$ cat src/rtl/tmr_glob_ctl.sv
module tmr_glob_ctl #(
  parameter int NCH = 28,
  parameter int PW  = 8,
  parameter int CW  = 16,
  parameter int DW  = 32,
  parameter int AW  = 2
) (
  input  logic           clk,
  input  logic           rst_n,
  input  logic           debug_mode,
  input  logic           wr_en,
  input  logic [AW-1:0]  addr,
  input  logic [DW-1:0]  wdata,
  input  logic [NCH-1:0] ch_flags,
  output logic [DW-1:0]  rdata,
  output logic           tick,
  output logic [NCH-1:0] ch_tick,
  output logic [NCH-1:0] ch_dis,
  output logic           gtb_en,
  output logic [CW-1:0]  time_base
);
  localparam logic [AW-1:0] A_CTRL = AW'(0);
  localparam logic [AW-1:0] A_FLAG = AW'(1);
  localparam logic [AW-1:0] A_DIS  = AW'(2);
  localparam logic [AW-1:0] A_TB   = AW'(3);
  localparam int B_PEN = 0;
  localparam int B_OFF = 1;
  localparam int B_FRZ = 2;
  localparam int B_GTB = 3;
  localparam int B_VAL = 8;

  logic          pre_en, mod_off, frz;
  logic [PW-1:0] pre_val;
  logic [PW-1:0] cnt;
  logic          wr_ctrl, wr_dis, run;
  logic [DW-1:0] ctrl_word;
  logic          unused_wbits;

  assign wr_ctrl = wr_en && (addr == A_CTRL);
  assign wr_dis  = wr_en && (addr == A_DIS);
  assign run     = pre_en && !mod_off && !(frz && debug_mode);
  assign tick    = run && (cnt == pre_val);
  assign ch_tick = {NCH{tick}} & ~ch_dis;
  assign unused_wbits = ^wdata;

  always_ff @(posedge clk or negedge rst_n) begin
    if (!rst_n) begin
      pre_en  <= 1'b0;
      mod_off <= 1'b0;
      frz     <= 1'b0;
      gtb_en  <= 1'b0;
      pre_val <= '0;
    end else if (wr_ctrl) begin
      pre_en  <= wdata[B_PEN];
      mod_off <= wdata[B_OFF];
      frz     <= wdata[B_FRZ];
      gtb_en  <= wdata[B_GTB];
      pre_val <= wdata[B_VAL +: PW];
    end
  end

  always_ff @(posedge clk or negedge rst_n) begin
    if (!rst_n)
      ch_dis <= '0;
    else if (wr_dis)
      ch_dis <= wdata[NCH-1:0];
  end

  always_ff @(posedge clk or negedge rst_n) begin
    if (!rst_n)
      cnt <= '0;
    else if (wr_ctrl || mod_off)
      cnt <= '0;
    else if (run)
      cnt <= tick ? '0 : cnt + 1'b1;
  end

  always_ff @(posedge clk or negedge rst_n) begin
    if (!rst_n)
      time_base <= '0;
    else if (tick && gtb_en)
      time_base <= time_base + 1'b1;
  end

  always_comb begin
    ctrl_word = '0;
    ctrl_word[B_PEN] = pre_en;
    ctrl_word[B_OFF] = mod_off;
    ctrl_word[B_FRZ] = frz;
    ctrl_word[B_GTB] = gtb_en;
    ctrl_word[B_VAL +: PW] = pre_val;
  end

  always_comb begin
    case (addr)
      A_CTRL:  rdata = ctrl_word;
      A_FLAG:  rdata = DW'(ch_flags);
      A_DIS:   rdata = DW'(ch_dis);
      A_TB:    rdata = DW'(time_base);
      default: rdata = '0;
    endcase
  end
endmodule

$ cat config.mk
export PLATFORM = sky130hd
export DESIGN_NAME = tmr_glob_ctl
export DESIGN_NICKNAME = d
export VERILOG_FILES = /design/src/rtl/tmr_glob_ctl.sv
export SDC_FILE = /design/constraint.sdc
export NUM_CORES = 1
export LEC_CHECK = 0
export BUFFER_PORTS_ARGS = -buffer_cell sky130_fd_sc_hd__buf_2
export CORE_ASPECT_RATIO = 2
export CORE_UTILIZATION = 45
export CTS_BUF_LIST = sky130_fd_sc_hd__clkbuf_4
export DETAILED_ROUTE_END_ITERATION = 16
export GPL_TIMING_DRIVEN = 0
export PLACE_DENSITY = 0.87
export SETUP_SLACK_MARGIN = 0.15
export SKIP_CTS_REPAIR_TIMING = 1
export SKIP_LAST_GASP = 1
export SYNTH_ARGS = -nofsm -noshare
export SYNTH_HDL_FRONTEND = slang
export SYNTH_SLANG_ARGS = --single-unit
$ cat constraint.sdc
create_clock -name clk -period 2.05 [get_ports clk]
set_input_delay 0.205 -clock clk [delete_from_list [all_inputs] [get_ports clk]]
set_output_delay 0.205 -clock clk [all_outputs]
set_load 0.02 [all_outputs]
==> results.py, run 1 <==
metrics = {
    "sta": {
        "hold_viol_final": 0,
        "relSlewSlack": 0.441,
        "hold_slack_ns": 0.0134,
        "final.min_clock_period_ns": 2.36,
        "worst_pin_slew_ns": 0.838,
        "setup_slack_ns": -0.309,
        "rsz0062_at_grt": "yes",
        "clock.fmax_mhz": 424,
        "final-setup-viol-count": 29,
        "fin_worst_skew_ns": 0.0188,
        "post-route-period-util": 1.15,
        "slew_violations": 0,
    },
    "synthesis": {
        "synth-simple-area-share": 0.126,
        "synthArstFlopShare": 1.00,
        "synth_xor_area_frac": 0.0743,
        "synth_top_family_by_area": "multiplexers",
        "synth_edf_count": 0,
        "ys_ff_latch": 64,
        "synthMuxAreaShare": 0.228,
        "syn_area_per_cell_sq_um": 12.2,
        "yosys_warnings": 0,
        "ys_seq_area_frac": 0.469,
        "synth_area_sq_um": 3420,
        "synthCells": 280,
        "synth_flop_cell": "dfrtp_1",
        "synth_compound_area_frac": 0.0571,
        "ys_types": 33,
        "synth-adder-area-share": 0.00732,
    },
    "power_and_ir_drop": {
        "max-vdd-ir-drop_v": 0.000483,
        "p_seq_frac": 0.482,
        "power.density_nw_per_um2": 689,
        "intPower_uw": 2180,
        "p_leak_uw": 0.00247,
        "p_sw_uw": 1220,
        "p_clk_frac": 0.210,
        "combPwrFrac": 0.308,
        "swShare": 0.359,
    },
    "global_route": {
        "grt_usage": 0.260,
        "grt_pass1_vias": 3058,
        "antenna_found_initial": 1,
        "grt_remaining_overflow": 0,
        "grt_pass1_wl_um": 15400,
        "grt_max_degree": 65,
    },
    "clock_network": {
        "cts_tree": "done",
        "htree_num_levels": 3,
        "clkSinkCount": 64,
        "path_clk_slew_ns": 0.11,
        "clock_latency_ns": 0.42,
        "root_buffer": "clkbuf_4",
        "clk_path_buf_depth": 2,
        "cts_made_buffers": 9,
    },
    "placement": {
        "routabilityCongestion": 0.857,
        "io_buffers": 163,
        "placedCellCount": 538,
        "hpwl_um": 7540,
    },
    "die": {
        "dieWidth_um": 63.6,
        "start_util": 0.467,
        "core_sq_um": 7320,
        "pin_count": 172,
        "die-area_sq_um": 7970,
        "die_h_um": 125,
        "row_count": 44,
    },
    "detailed_routing": {
        "drt-initial-drc-count": 107,
        "viasPerCell": 5.41,
        "wl_um": 10800,
        "ant_nets": 0,
        "wl_per_cell_um": 18.7,
        "vias": 3119,
        "dr.pass1.iters": 4,
        "route.detailed.drc": 0,
    },
    "cells_and_area": {
        "layout_common_cells": "145 x buf_2, 61 x dfrtp_1, 44 x mux2_2, 27 x buf_4, 16 x a22o_1",
        "final_common_cell": "buf_2",
        "layout.cells.non_filler": 576,
        "register_area_sq_um": 1610,
        "n_fill_cell": 517,
        "nets": 546,
        "drive_above_1_share": 0.609,
        "multi_input_area_sq_um": 1830,
        "syn_to_final_growth_pct": 44.1,
    },
    "critical_path": {
        "cp_max_fo": 5,
        "ff2ff_path_depth": 6,
        "crit_top_cell": "buf_6",
        "crit_type": "flop to output pin",
        "worstPathArrival_ns": 2.15,
        "required_ns": 1.85,
        "r2r_slack_ns": 0.21,
        "slowest_stage": "dfrtp_2",
        "cp-endpoint": "ch_tick[3]",
        "critPathMaxStageDelay_ns": 0.46,
        "critPathCaptureType": "output pin",
        "path_cells": "xor2_2, nor4_4, nand3_2, buf_6, buf_6, nor2_2, buf_4",
        "crit_path_start": "cnt[0]",
        "r2r-start": "cnt[0]",
        "start_kind": "flop",
        "r2r_end": "time_base[1]",
    },
    "outcome": {
        "violations": "negative setup slack",
        "status": "finished, violations left",
    },
    "job": {
        "maxCapViolCount": 0,
    },
    "min_path": {
        "hp-class": "input port to flop",
        "hp-start": "wdata[19]",
        "whs_path_depth": 2,
    },
}
## logic make-up (layout without fill, tap and decap cells)
group / Yosys count / count (layout)
XOR/XNOR: 29 / 29
other: 1 / 5
AO/OA/AOI/OAI: 22 / 22
multiplexers: 57 / 57
AND/OR/NAND/NOR: 83 / 83
flip-flops: 64 / 64
buffers and inverters: 22 / 222
adder cells (fa/ha/maj): 2 / 2
## power groups by stage
stage / clock network [uW] / registers (uW) / logic (uW)
final: 713 / 1630 / 1050
after global routing: 785 / 1660 / 1110
after CTS: 723 / 1600 / 971
after detailed placement: 0 / 1630 / 969
after global placement: 0 / 1610 / 942
after floorplan: 0 / 1720 / 495
## cells in the mapped netlist (2+ instances only)
cell type,number,share of area
o2111ai_1,2,0.0051
and2_1,3,0.0055
and3_1,10,0.018
nor2b_1,2,0.0037
nand3_1,12,0.018
a21oi_1,2,0.0029
nor3_1,6,0.0088
and4_1,2,0.0051
dfrtp_1,64,0.47
clkbuf_1,5,0.0055
mux4_2,12,0.079
nand2_1,7,0.0077
nor4_1,2,0.0037
buf_2,8,0.012
or2_2,2,0.0037
a22o_1,16,0.041
xnor2_1,15,0.038
ha_1,2,0.0073
xor2_1,14,0.036
nand4_1,4,0.0073
nor2_1,29,0.032
buf_4,7,0.015
mux2_2,44,0.14
## metrics by stage
step / util / total power (uW) / TNS [ns] / area [sq um] / worst slack [ns]
after floorplan: - / 2220 / 0 / 3430 / 0.212
after detailed placement: 0.596 / 2600 / -0.409 / 4360 / -0.0664
after global placement: 0.596 / 2550 / -0.00792 / 4360 / -0.00568
after global routing: 0.673 / 3550 / -9.50 / 4930 / -0.399
after CTS: 0.610 / 3300 / -12.32 / 4470 / -0.547
final: 0.673 / 3390 / -6.70 / 4930 / -0.309
## state kept, by name (all words and copies together) (netlist names)
register and count:
gtb_en 1, pre_en 1, time_base 16, pre_val 8, frz 1, mod_off 1, cnt 8, ch_dis 28
## critical path: cells and delay by family (launching register included)
kind	cells	cell delay [ns]
xor gates and xnor gates	1	0.19
buffers and inverters	3	0.47
DFF	1	0.46
and+or+nand+nor	3	0.60
## how the worst min path moves through the flow
stage,endpoint,slack (ns)
CTS,ch_dis[22],-0.01
global placement,ch_dis[19],0.44
finish,ch_dis[19],0.01
floorplan,ch_dis[0],-0.09
detailed placement,ch_dis[18],0.44
global route,ch_dis[12],-0.003
## area by class of cell
| class | count | share of cell area |
|---|---|---|
| multi-input cells | 197 | 0.372 |
| plain buffers | 21 | 0.0315 |
| repair buffers | 184 | 0.225 |
| flip-flops and latches | 64 | 0.326 |
| clock buffers | 11 | 0.0168 |
| inverters | 1 | 0.000762 |
| diodes | 1 | 0.000508 |
| well taps | 92 | 0.0234 |
| clock inverters | 5 | 0.00483 |
## metal layers
metal,vias up,GRT usage,share of wire
met1,1545,0.273,0.34
li1,1399,-,-
met2,146,0.474,0.56
met3,29,0.0757,0.064
met5,-,0,0
met4,0,0.0976,0.035
Power figures use the tool's default switching activity.
==> inputs of run 2 (changes only) <==
Settings changed: GPL_TIMING_DRIVEN 0 to unset.
==> run 2 against run 1 <==
Effect of this change:
- the run still ends with negative setup slack left
- cell area is 5.7% lower
- core utilization is 3.8 points lower
- die area unchanged
==> results.py, run 2 (synthesis gave the netlist of run 1 again) <==
metrics = {
    "detailed_routing": {
        "dr.pass1.iters": 5,
        "drt-initial-drc-count": 106,
        "viasPerCell": 5.44,
        "route.detailed.drc": 0,
        "wl_per_cell_um": 17.9,
        "ant_nets": 0,
        "wl_um": 10000,
        "vias": 3048,
    },
    "global_route": {
        "grt_max_degree": 65,
        "grt_pass1_wl_um": 15200,
        "grt_pass1_vias": 3076,
        "grt_remaining_overflow": 0,
        "antenna_found_initial": 1,
        "grt_usage": 0.255,
    },
    "sta": {
        "final-setup-viol-count": 29,
        "setup_slack_ns": -0.237,
        "slew_violations": 0,
        "rsz0062_at_grt": "yes",
        "fin_tns_setup_ns": -5.11,
        "hold_viol_final": 0,
        "final.min_clock_period_ns": 2.29,
        "post-route-period-util": 1.12,
        "clock.fmax_mhz": 437,
        "fin_worst_skew_ns": 0.0149,
    },
    "placement": {
        "io_buffers": 163,
        "placedCellCount": 532,
        "routabilityCongestion": 0.808,
        "placed_area_sq_um": 4400,
        "hpwl_um": 7310,
    },
    "critical_path": {
        "cp_max_fo": 25,
        "critPathCaptureType": "output pin",
        "crit_type": "flop to output pin",
        "required_ns": 1.85,
        "start_kind": "flop",
        "slowest_stage": "dfrtp_1",
        "worstPathArrival_ns": 2.08,
        "critPathMaxStageDelay_ns": 0.44,
        "path_cells": "xor2_1, nor4_2, nand3_1, buf_6, nor2_1, buf_2",
    },
    "cells_and_area": {
        "syn_to_final_growth_pct": 35.9,
        "drive_above_1_share": 0.555,
        "register_area_sq_um": 1600,
        "final_cell_area_sq_um": 4640,
        "nets": 531,
        "multi_input_area_sq_um": 1710,
        "largestRegisters": "ch_dis x28, time_base x16",
        "layout_common_cells": "159 x buf_2, 63 x dfrtp_1, 44 x mux2_2, 29 x nor2_1, 16 x a22o_1",
        "n_fill_cell": 583,
        "largest_reg_flops": 28,
        "regMostFlops": "ch_dis",
        "final_common_cell": "buf_2",
        "layout.cells.non_filler": 560,
    },
    "die": {
        "row_count": 44,
        "die_h_um": 125,
        "dieWidth_um": 63.6,
        "pin_count": 172,
        "die-area_sq_um": 7970,
        "start_util": 0.467,
        "core_sq_um": 7320,
    },
    "clock_network": {
        "path_clk_slew_ns": 0.11,
        "htree_num_levels": 3,
        "clkSinkCount": 64,
        "root_buffer": "clkbuf_4",
        "clock_latency_ns": 0.41,
        "cts_tree": "done",
        "clk_path_buf_depth": 2,
        "cts_made_buffers": 9,
    },
    "outcome": {
        "violations": "negative setup slack",
        "status": "finished, violations left",
    },
    "power_and_ir_drop": {
        "power.density_nw_per_um2": 708,
        "max-vdd-ir-drop_v": 0.000471,
        "p_leak_uw": 0.00243,
    },
    "min_path": {
        "hp-class": "input port to flop",
    },
    "job": {
        "maxCapViolCount": 0,
    },
}
run 2: cell count changes in the layout (fill, tap and decap cells not counted), sizes merged:
cell / delta
buf: -8
clkbuf: -7
clkinv: +2
clkinvlp: -1
dlygate4sd3: -2
run 2: layout make-up:
cell class,count,share of cell area
Clock inverter,6,0.00593
Antenna cell,1,0.000539
Tap cell,92,0.0248
Multi-Input combinational cell,197,0.369
Timing Repair Buffer,190,0.239
Clock buffer,9,0.0145
Sequential cell,64,0.345
Inverter,1,0.000808
run 2: power by group:
group,leakage [uW],switching (uW),internal [uW]
registers,0.000806,187,1420
clock network,0.0000602,438,226
logic,0.00156,537,475
total,0.00243,1160,2120
run 2: worst paths after layout:
path	cells after the start	end	slack, ns	startpoint
max in group asynchronous	3	time_base[12]	1.42	rst_n
worst min register to register	1	time_base[6]	0.53	time_base[6]
min in group asynchronous	3	frz	0.33	rst_n
worst max register to register	7	time_base[9]	0.18	cnt[0]
worst max-delay path	6	ch_tick[18]	-0.24	cnt[0]
worst min-delay path	2	ch_dis[23]	0.03	wdata[23]
run 2: worst max-delay path: cells and delay by family, from the launching register on:
kind | cells | cell delay, ns
simple gates | 3 | 0.67
flops | 1 | 0.44
buf+inv | 2 | 0.40
xor+xnor | 1 | 0.16
run 2: through the flow:
| stage | utilization | setup slack (ns) | hold WS (ns) | power, uW |
|---|---|---|---|---|
| 2_1_floorplan | - | 0.212 | -0.0906 | 2220 |
| 3_3_place_gp | 0.601 | 0.198 | 0.238 | 2560 |
| 3_5_place_dp | 0.601 | 0.125 | 0.247 | 2600 |
| 4_1_cts | 0.614 | -0.355 | -0.215 | 3270 |
| 5_1_grt | 0.634 | -0.340 | 0.000886 | 3460 |
| 6_report | 0.634 | -0.237 | 0.0331 | 3290 |
run 2: metal layers:
layer  global-route usage  wire [um]  vias to the layer above
met2                0.455       5600                      130
met5                    0          0                        -
met1                0.275       3600                     1520
met3               0.0611        515                       28
li1                     -          -                     1370
met4                0.115        282                        0
==> inputs of run 3 (changes only) <==
--- a/config.mk
+++ b/config.mk
@@ -8,2 +8,3 @@
 export BUFFER_PORTS_ARGS = -buffer_cell sky130_fd_sc_hd__buf_2
+export CAP_MARGIN = 20
 export CORE_ASPECT_RATIO = 2
@@ -12,2 +13,3 @@
 export DETAILED_ROUTE_END_ITERATION = 16
+export GPL_TIMING_DRIVEN = 1
 export PLACE_DENSITY = 0.87
==> constraint.sdc (replaced) <==
create_clock -name clk -period 2.05 [get_ports clk]
set_input_delay 0 -clock clk [delete_from_list [all_inputs] [get_ports clk]]
set_output_delay 0 -clock clk [all_outputs]
set_load 0.02 [all_outputs]
==> run 3 against run 2 <==
Effect of this change:
- sequential power barely moved
- worst hold slack gained 0.071 ns
- the run still ends with negative setup slack left
- clock-buffer cell count increased by 1
- cell area grew 4.6%
- first-iteration DRC count is 29% lower
- largest cell class unchanged
- non-clock buffer count rose by 20
- register-to-register slack about the same
- fmax rose by 7.6%
- critical path depth did not move
- combinational power about the same
- core utilization rose by 2.9 points
- clock power grew 23%
==> results.py, run 3 (synthesis gave the netlist of run 1 again) <==
metrics = {
    "detailed_routing": {
        "dr.pass1.iters": 4,
        "viasPerCell": 5.37,
        "wl_um": 10200,
        "route.detailed.drc": 0,
        "ant_nets": 0,
        "drt-initial-drc-count": 75,
        "vias": 3116,
        "wl_per_cell_um": 17.6,
    },
    "global_route": {
        "grt_remaining_overflow": 0,
        "antenna_found_initial": 0,
        "grt_max_degree": 65,
        "grt_usage": 0.250,
        "grt_pass1_wl_um": 15000,
        "grt_pass1_vias": 3042,
    },
    "sta": {
        "worst_pin_slew_ns": 0.822,
        "final-setup-viol-count": 13,
        "fin_worst_skew_ns": 0.00698,
        "hold_viol_final": 0,
        "hold_slack_ns": 0.104,
        "slew_violations": 0,
        "setup_slack_ns": -0.0753,
        "final.min_clock_period_ns": 2.13,
        "post-route-period-util": 1.04,
        "relSlewSlack": 0.451,
        "clock.fmax_mhz": 471,
        "rsz0062_at_grt": "yes",
    },
    "critical_path": {
        "critPathCaptureType": "output pin",
        "worstPathArrival_ns": 2.13,
        "ff2ff_path_depth": 7,
        "r2r-start": "cnt[0]",
        "cp_max_fo": 26,
        "crit_path_start": "cnt[0]",
        "crit_type": "flop to output pin",
        "start_kind": "flop",
        "required_ns": 2.05,
    },
    "clock_network": {
        "clk_path_buf_depth": 2,
        "cts_made_buffers": 9,
        "root_buffer": "clkbuf_4",
        "htree_num_levels": 3,
        "path_clk_slew_ns": 0.10,
        "cts_tree": "done",
        "clock_latency_ns": 0.42,
        "clkSinkCount": 64,
    },
    "die": {
        "die_h_um": 125,
        "pin_count": 172,
        "start_util": 0.467,
        "dieWidth_um": 63.6,
        "row_count": 44,
        "die-area_sq_um": 7970,
        "core_sq_um": 7320,
    },
    "cells_and_area": {
        "regMostFlops": "ch_dis",
        "final_cell_area_sq_um": 4860,
        "layout_common_cells": "160 x buf_2, 64 x dfrtp_1, 44 x mux2_2, 30 x dlygate4sd3_1, 29 x nor2_1",
        "final_util": 0.664,
        "final_common_cell": "buf_2",
        "largest_reg_flops": 28,
        "nets": 551,
        "n_fill_cell": 555,
        "largestRegisters": "ch_dis x28, time_base x16",
        "syn_to_final_growth_pct": 42.1,
        "drive_above_1_share": 0.531,
        "diodes": 0,
    },
    "placement": {
        "placed_area_sq_um": 4350,
        "io_buffers": 163,
        "hpwl_um": 7210,
        "routabilityCongestion": 0.838,
    },
    "min_path": {
        "hp-class": "input port to asynchronous set/reset pin",
    },
    "power_and_ir_drop": {
        "p_leak_uw": 0.00252,
        "power.density_nw_per_um2": 713,
        "max-vdd-ir-drop_v": 0.000457,
    },
    "job": {
        "maxCapViolCount": 0,
    },
    "outcome": {
        "status": "finished, violations left",
        "violations": "negative setup slack",
    },
}
-- run 3: layer usage --
layer	share of wire	track usage
met2	0.56	0.452
met1	0.36	0.270
met4	0.029	0.148
met3	0.045	0.0319
met5	0	0
-- run 3: path summary, 6_finish.rpt --
check	endpoint	slack [ns]
min reg2reg	time_base[5]	0.54
max reg2reg	time_base[9]	0.19
max	ch_tick[24]	-0.08
max in group asynchronous	pre_val[2]	1.65
min in group clk	cnt[0]	0.17
min	ch_dis[2]	0.10
-- run 3: per-stage QoR --
stage	power, uW	cells	setup slack [ns]	TNS (ns)
4_1_cts	3400	545	-0.193	-3.97
6_report	3470	580	-0.0753	-0.369
3_5_place_dp	2590	529	0.243	0
5_1_grt	3620	580	-0.189	-3.59
3_3_place_gp	2550	529	0.309	0
2_1_floorplan	2220	283	0.412	0
-- run 3: critical path: stages, from the launching register on --
cell,delay [ns]
dfrtp_1,0.43
xor2_1,0.16
nor4_2,0.37
nand3_1,0.19
buf_12,0.21
nor2_1,0.13
buf_2,0.20
-- run 3: cell type report --
cell class,count,area [sq um],share of cell area
Inverter,1,7.51,0.00155
Clock inverter,6,50.0,0.0103
Multi-Input combinational cell,197,1720,0.353
Tap cell,92,115,0.0237
Sequential cell,64,1600,0.330
Clock buffer,10,75.1,0.0155
Timing Repair Buffer,210,1290,0.266
-- run 3: report_power, final --
| group | total, uW | switching (uW) | internal (uW) | leakage, uW |
|---|---|---|---|---|
| registers | 1610 | 184 | 1420 | 0.000807 |
| clock network | 818 | 450 | 368 | 0.0000703 |
| logic | 1040 | 540 | 500 | 0.00164 |
| total | 3470 | 1170 | 2290 | 0.00252 |
